File: src/rtl/adc_rd_pkg.sv
// Shared types of the serial ADC reader.
package adc_rd_pkg;
    // Sequencer states; the order carries no meaning.
    typedef enum logic [2:0] {
        ST_IDLE,
        ST_CONV,
        ST_WAIT,
        ST_SETUP,
        ST_SHIFT,
        ST_DONE
    } rd_state_t;
endpackage

File: src/rtl/adc_rd_sync.sv
// Synchroniser with rise detect for the converter busy flag.
// Assumes the flag idles high, so the chain resets to one and reset
// release never yields a false rise.
module adc_rd_sync #(
    parameter int STAGES = 2
) (
    input  logic clk,
    input  logic rst_n,
    input  logic d_i,
    output logic rise_o
);
    logic [STAGES-1:0] chain_q;
    logic              last_q;

    if (STAGES == 1) begin : g_single
        // Single flop variant.
        always_ff @(posedge clk) begin
            if (!rst_n) chain_q <= '1;
            else        chain_q <= d_i;
        end
    end else begin : g_chain
        // Shift the asynchronous flag through the chain.
        always_ff @(posedge clk) begin
            if (!rst_n) chain_q <= '1;
            else        chain_q <= {chain_q[STAGES-2:0], d_i};
        end
    end

    // Delayed copy for edge detection.
    always_ff @(posedge clk) begin
        if (!rst_n) last_q <= 1'b1;
        else        last_q <= chain_q[STAGES-1];
    end

    assign rise_o = chain_q[STAGES-1] && !last_q;
endmodule

File: src/rtl/adc_rd_clkgen.sv
// Serial clock generator. While run_i is high it emits PULSES pulses,
// each HI_CYC cycles high and followed by LO_CYC cycles low. sample_o
// marks the last high cycle of a pulse; done_o marks the last low cycle
// after the final pulse. Dropping run_i returns it to rest at once.
module adc_rd_clkgen #(
    parameter int HI_CYC = 11,
    parameter int LO_CYC = 9,
    parameter int PULSES = 16
) (
    input  logic clk,
    input  logic rst_n,
    input  logic run_i,
    output logic sclk_o,
    output logic sample_o,
    output logic done_o
);
    localparam int PH_MAX = (HI_CYC > LO_CYC) ? HI_CYC : LO_CYC;
    localparam int PH_W   = $clog2(PH_MAX + 1);
    localparam int PC_W   = $clog2(PULSES + 1);

    logic [PH_W-1:0] phase_q;
    logic [PC_W-1:0] pulses_q;
    logic            phase_end;
    logic            all_sent;

    assign phase_end = (phase_q == '0);
    assign all_sent  = (pulses_q == PC_W'(PULSES));

    // Phase counter and clock level.
    always_ff @(posedge clk) begin
        if (!rst_n || !run_i) begin
            sclk_o   <= 1'b0;
            phase_q  <= '0;
            pulses_q <= '0;
        end else if (sclk_o) begin
            if (phase_end) begin
                sclk_o   <= 1'b0;
                phase_q  <= PH_W'(LO_CYC - 1);
                pulses_q <= pulses_q + 1'b1;
            end else begin
                phase_q <= phase_q - 1'b1;
            end
        end else if (!phase_end) begin
            phase_q <= phase_q - 1'b1;
        end else if (!all_sent) begin
            sclk_o  <= 1'b1;
            phase_q <= PH_W'(HI_CYC - 1);
        end
    end

    assign sample_o = run_i && sclk_o && phase_end;
    assign done_o   = run_i && !sclk_o && phase_end && all_sent;
endmodule

File: src/rtl/adc_rd_shreg.sv
// Serial-in shift register, first bit ends at the top. Cleared by clr_i.
module adc_rd_shreg #(
    parameter int W = 16
) (
    input  logic         clk,
    input  logic         rst_n,
    input  logic         clr_i,
    input  logic         shift_i,
    input  logic         bit_i,
    output logic [W-1:0] word_o
);
    // Accumulate bits towards the MSB.
    always_ff @(posedge clk) begin
        if (!rst_n || clr_i) word_o <= '0;
        else if (shift_i)    word_o <= {word_o[W-2:0], bit_i};
    end
endmodule

File: src/rtl/serial_adc_reader.sv
// Host-side controller for a serial converter clocked by the host.
// Sequence: convert pulse, park until busy rises, select output mode,
// setup wait, DATA_W clock pulses, one-cycle result strobe.
// Assumes busy_i is asynchronous and idles high, and that a conversion
// lasts longer than the convert pulse plus the synchroniser delay.
module serial_adc_reader #(
    parameter int DATA_W        = 16,
    parameter int CLK_PERIOD_NS = 5,
    parameter int CONV_CYC      = 10,
    parameter int SETUP_CYC     = 6,
    parameter int SCLK_HI_CYC   = 11,
    parameter int SCLK_LO_CYC   = 9,
    parameter int SYNC_STAGES   = 2
) (
    input  logic              clk,
    input  logic              rst_n,
    input  logic              start_i,
    input  logic              busy_i,
    input  logic              sdin_i,
    output logic              sel_n_o,
    output logic              read_o,
    output logic              sclk_o,
    output logic [DATA_W-1:0] result_o,
    output logic              valid_o
);
    import adc_rd_pkg::*;

    localparam int MIN_CONV_NS   = 40;
    localparam int MIN_SETUP_NS  = 25;
    localparam int MIN_HI_NS     = 50;
    localparam int MIN_LO_NS     = 40;
    localparam int MIN_PERIOD_NS = 100;
    localparam int PERIOD_CYC    = SCLK_HI_CYC + SCLK_LO_CYC;
    localparam int CNT_MAX       = (CONV_CYC > SETUP_CYC) ? CONV_CYC : SETUP_CYC;
    localparam int CNT_W         = $clog2(CNT_MAX + 1);

    // Elaboration-time timing checks.
    if (CONV_CYC * CLK_PERIOD_NS < MIN_CONV_NS) begin : g_bad_conv
        $error("convert pulse shorter than converter minimum");
    end
    if ((SETUP_CYC + 1) * CLK_PERIOD_NS < MIN_SETUP_NS) begin : g_bad_setup
        $error("setup before first clock edge too short");
    end
    if (SCLK_HI_CYC * CLK_PERIOD_NS < MIN_HI_NS) begin : g_bad_hi
        $error("serial clock high phase too short");
    end
    if (SCLK_LO_CYC * CLK_PERIOD_NS < MIN_LO_NS) begin : g_bad_lo
        $error("serial clock low phase too short");
    end
    if (PERIOD_CYC * CLK_PERIOD_NS < MIN_PERIOD_NS) begin : g_bad_period
        $error("serial clock period too short");
    end
    if (SCLK_HI_CYC * 10 < PERIOD_CYC * 2 || SCLK_HI_CYC * 10 > PERIOD_CYC * 7) begin : g_bad_duty
        $error("serial clock duty cycle outside 20 to 70 percent");
    end

    rd_state_t          state_q;
    logic [CNT_W-1:0]   cnt_q;
    logic               busy_rise;
    logic               sample;
    logic               shift_done;
    logic [DATA_W-1:0]  word;

    adc_rd_sync #(.STAGES(SYNC_STAGES)) u_sync (
        .clk    (clk),
        .rst_n  (rst_n),
        .d_i    (busy_i),
        .rise_o (busy_rise)
    );

    adc_rd_clkgen #(
        .HI_CYC (SCLK_HI_CYC),
        .LO_CYC (SCLK_LO_CYC),
        .PULSES (DATA_W)
    ) u_clkgen (
        .clk      (clk),
        .rst_n    (rst_n),
        .run_i    (state_q == ST_SHIFT),
        .sclk_o   (sclk_o),
        .sample_o (sample),
        .done_o   (shift_done)
    );

    adc_rd_shreg #(.W(DATA_W)) u_shreg (
        .clk     (clk),
        .rst_n   (rst_n),
        .clr_i   (state_q == ST_SETUP),
        .shift_i (sample),
        .bit_i   (sdin_i),
        .word_o  (word)
    );

    // Transaction sequencer with its interval counter and result hold.
    always_ff @(posedge clk) begin
        if (!rst_n) begin
            state_q  <= ST_IDLE;
            cnt_q    <= '0;
            result_o <= '0;
        end else begin
            case (state_q)
                ST_IDLE: if (start_i) begin
                    state_q <= ST_CONV;
                    cnt_q   <= CNT_W'(CONV_CYC - 1);
                end
                ST_CONV: if (cnt_q == '0) state_q <= ST_WAIT;
                         else             cnt_q   <= cnt_q - 1'b1;
                ST_WAIT: if (busy_rise) begin
                    state_q <= ST_SETUP;
                    cnt_q   <= CNT_W'(SETUP_CYC - 1);
                end
                ST_SETUP: if (cnt_q == '0) state_q <= ST_SHIFT;
                          else             cnt_q   <= cnt_q - 1'b1;
                ST_SHIFT: if (shift_done) begin
                    state_q  <= ST_DONE;
                    result_o <= word;
                end
                default: state_q <= ST_IDLE;
            endcase
        end
    end

    // Link levels decoded from the state register.
    always_comb begin
        sel_n_o = !(state_q == ST_CONV || state_q == ST_SETUP || state_q == ST_SHIFT);
        read_o  = !(state_q == ST_CONV || state_q == ST_WAIT);
        valid_o = (state_q == ST_DONE);
    end
endmodule

File: config.mk
export PLATFORM = sky130hd
export DESIGN_NAME = serial_adc_reader
export DESIGN_NICKNAME = d
export VERILOG_FILES = /design/src/rtl/adc_rd_pkg.sv /design/src/rtl/adc_rd_sync.sv /design/src/rtl/adc_rd_clkgen.sv /design/src/rtl/adc_rd_shreg.sv /design/src/rtl/serial_adc_reader.sv
export SDC_FILE = /design/constraint.sdc
export NUM_CORES = 1
export LEC_CHECK = 0
export BUFFER_PORTS_ARGS = -buffer_cell sky130_fd_sc_hd__buf_4
export CAP_MARGIN = 20
export CORE_MARGIN = 5
export CORE_UTILIZATION = 40
export DETAILED_ROUTE_END_ITERATION = 7
export GPL_TIMING_DRIVEN = 0
export HOLD_SLACK_MARGIN = 0.15
export MAX_ROUTING_LAYER = met4
export REMOVE_ABC_BUFFERS = 1
export SETUP_SLACK_MARGIN = 0.5
export SYNTH_ARGS = -nofsm -noshare
export SYNTH_HDL_FRONTEND = slang
export SYNTH_SLANG_ARGS = --single-unit
File: constraint.sdc
create_clock -name clk -period 3.7 [get_ports clk]
set_clock_uncertainty 0.15 [all_clocks]
set_input_delay 0.74 -clock clk [delete_from_list [all_inputs] [get_ports clk]]
set_output_delay 0.74 -clock clk [all_outputs]
set_load 0.03 [all_outputs]
==> impl_metrics.json <==
{
  "grt-ovfl-total": 0,
  "hpwl_um": 2661,
  "source_to_sink_clock_delay_at_the_later_pin_of_the_worst_skew_pair_ns": 0.30,
  "vias_per_cell": 4.922,
  "post_synth_inst_count": 259,
  "power.leakage_uw": 0.0008979,
  "diodes": 0,
  "post_cts_resize_count": 0,
  "total_power_uw": 1053,
  "synth_edf_count": 0,
  "synth.yosys.seq_area_share": 0.4776,
  "post_layout_nonfiller_instances": 347,
  "row_count": 26,
  "cts_root_buffer": "clkbuf_8",
  "global_route_wire_length_before_repair_um": 7176,
  "dr.pass1.iters": 4,
  "crit_path_start_kind": "register",
  "cts_htree_levels": 2,
  "hold_path_startpoint": "u_sync.chain_q[0]$_SDFF_PN1_",
  "power.internal_uw": 777.4,
  "final-hold-violation-count": 0,
  "detail_route.drc_violations": 0,
  "grt_setup_unrepaired": "no",
  "starting_density_of_the_core": 0.4187,
  "synth-adder-area-share": 0.02870,
  "synth_xor_area_frac": 0.02813,
  "buffer_ports.inserted": 24,
  "final_design_area_no_fill_um2": 2452,
  "worstReg2RegStart": "u_clkgen.phase_q[0]$_SDFFE_PP0P_",
  "dominant_combinational_cell_family_by_area_after_synthesis": "simple AND/OR/NAND/NOR gates",
  "route.vias.total": 1708,
  "outcome": "complete, no violations",
  "dpl.cell_count": 339,
  "synthesis.yosys.warnings": 0,
  "netSwitchingFraction": 0.2620,
  "critical_path_arrival_ns": 1.58,
  "area_delta_synth_final_pct": 12.51,
  "setup_viol": 0,
  "netlist-cell-type-count": 43,
  "cts_made_buffers": 5,
  "vdd_drop_max_mv": 0.1603,
  "power.sequential.fraction": 0.569,
  "multi_input_comb_area_um2": 1007,
  "slew_headroom": 0.6301,
  "finalCoreUtilization": 0.4712,
  "required_ns": 2.81,
  "synth-compound-area-share": 0.1424,
  "fp.dieArea_um2": 7025,
  "tightest_slew_ns": 0.5474,
  "maximum_buffer_depth_of_the_clock_tree": 2,
  "placed_cell_area_um2": 2355,
  "critPathCaptureType": "output port",
  "num_io_pins": 25,
  "tritoncts": "yes",
  "die_width_um": 83.82,
  "ys.flop_type": "dfxtp_1",
  "drtAntennaViolNets": 0,
  "critical_path_peak_fanout": 14,
  "layout-drive-gt1-share": 0.1372,
  "final_net_count": 286,
  "hp-class": "register to register",
  "fin_setup_tns_ns": 0,
  "floorplan.core_area_um2": 5205,
  "combPwrFrac": 0.115,
  "gp_congestion": 0.7856,
  "flop_and_latch_count_out_of_synthesis": 52,
  "setup.worst_path.class": "register to output port",
  "worst_setup_hold_path_clk_slew_ns": 0.09,
  "finalMaxSlewViolations": 0,
  "startpoint": "state_q[0]$_SDFFE_PN0P_",
  "period_share": 0.6664,
  "iteration_0_drc_markers": 93,
  "area_share_of_and_or_nand_nor_cells_after_synthesis": 0.2583,
  "cts_post_setup_buffers_inserted": 0,
  "syn_area_um2": 2180,
  "routed_wirelength_um": 4036,
  "p_sw_uw": 276.0,
  "postSynth.asyncResetShare": 0,
  "syn_area_per_cell_um2": 8.415,
  "routed_wire_length_per_instance_um": 11.63,
  "power.clock.fraction": 0.316,
  "die_outline_height_um": 83.82,
  "pwr_density_cell_nw_per_um2": 429.5,
  "antenna_found_initial": 0,
  "holdBufCountCts": 0,
  "largest_net_degree_at_the_start_of_global_routing": 40,
  "sink_count_of_the_clock_tree": 52,
  "first_global_vias": 1635,
  "sequential_cell_area_um2": 1041,
  "finalWorstPathRequiredPeriod_ns": 2.466,
  "filler_cell_count": 539,
  "max_freq_mhz": 405.5,
  "max-cap-violations": 0,
  "synth.mux.area_fraction": 0.004592,
  "globalRouteTotalUtil": 0.1243
}
synth_stat cells (2+ instances only):
cell type	count	area, um2
nand4_1	2	12.51
buf_2	4	20.02
nand2_1	56	210.2
o21ai_0	18	90.09
buf_4	3	22.52
nand3_1	17	85.08
nor2_1	16	60.06
clkbuf_1	5	18.77
xor2_1	5	43.79
nand2b_1	4	25.02
inv_1	9	33.78
ha_1	5	62.56
nor3_1	6	30.03
nor2b_1	3	18.77
xnor2_1	2	17.52
a21oi_1	23	115.1
o21bai_1	2	15.01
nor3b_1	2	15.01
dfxtp_1	52	1041
a211oi_1	2	15.01
routing by layer:
layer | global-route usage | part of all wire | vias to the layer above
li1 | - | - | 906
met1 | 0.1483 | 0.48 | 768
met2 | 0.2039 | 0.46 | 27
met3 | 0.03356 | 0.043 | 7
met4 | 0.03947 | 0.015 | 0
met5 | - | 0 | -
cells by family after synthesis:
family                   count (synthesis)
flip-flops                              52
AND/OR/NAND/NOR                        116
AO/OA/AOI/OAI                           54
adder cells (fa/ha/maj)                  5
multiplexers                             1
XOR/XNOR                                 7
buffers and inverters                   24
cell type report:
cell class	instances	share of cell area
Timing Repair Buffer	25	0.07551
Clock buffer	6	0.03367
Tap cell	70	0.03571
Clock inverter	2	0.006122
Multi-Input combinational cell	183	0.4107
Inverter	9	0.01378
Sequential cell	52	0.4245
through the flow:
step	setup WS, ns	hold slack [ns]
4_1_cts	1.209	0.2644
3_5_place_dp	1.554	0.2421
3_3_place_gp	0.8391	0.2435
2_1_floorplan	1.365	0.2363
5_1_grt	1.067	0.2969
6_report	1.234	0.2608
power groups by stage:
stage | Sequential [uW] | Combinational (uW) | Clock, uW
after global routing | 604 | 134 | 378
after global placement | 613 | 120 | 0
after detailed placement | 612 | 121 | 0
after floorplan | 607 | 87.8 | 0
final | 600 | 121 | 333
after CTS | 600 | 122 | 346
final timing paths:
kind	endpoint	slack (ns)	cells past startpoint
min reg2reg	u_sync.chain_q[1]$_SDFF_PN1_	0.26	1
max	sel_n_o	1.23	3
max reg2reg	u_shreg.word_o[4]$_SDFFE_PP0P_	1.57	6
min	u_sync.chain_q[1]$_SDFF_PN1_	0.26	1
flip-flops by register name, summed over array words and instances (netlist names):
signal             cells
u_shreg.word_o        16
cnt_q                  4
u_clkgen.sclk_o        1
result_o              16
u_clkgen.pulses_q      5
state_q                3
u_sync.last_q          1
u_clkgen.phase_q       4
u_sync.chain_q         2
worst max-delay path, stage by stage (launching register included):
cell and delay, ns:
dfxtp_1 0.63, nor2b_1 0.38, nor2_1 0.09, buf_4 0.18
layout by cell type, fill, tap and decap left out, drive strengths merged:
cell	netlist	final
xnor2	2	2
clkinvlp	0	2
mux2i	1	1
clkbuf	6	6
a31oi	1	1
o31ai	1	1
nor2	16	16
and4b	1	1
xor2	5	5
nand3b	1	1
nand3	17	17
o41ai	1	1
and2	1	1
nor4bb	1	1
and4bb	1	1
or3b	1	1
or3	1	1
nor3	6	6
o2bb2ai	1	1
o21ai	18	18
nand2	56	56
nand4bb	1	1
o311a	1	1
nor2b	3	3
o21a	1	1
nor3b	3	3
o21bai	2	2
a211oi	2	2
and3b	1	1
a221oi	1	1
dfxtp	52	52
nand4	2	2
inv	9	9
nand2b	4	4
buf	9	25
a21oi	23	23
o311ai	1	1
ha	5	5
a2bb2oi	1	1
No activity file was read; power rests on OpenSTA's default activity.
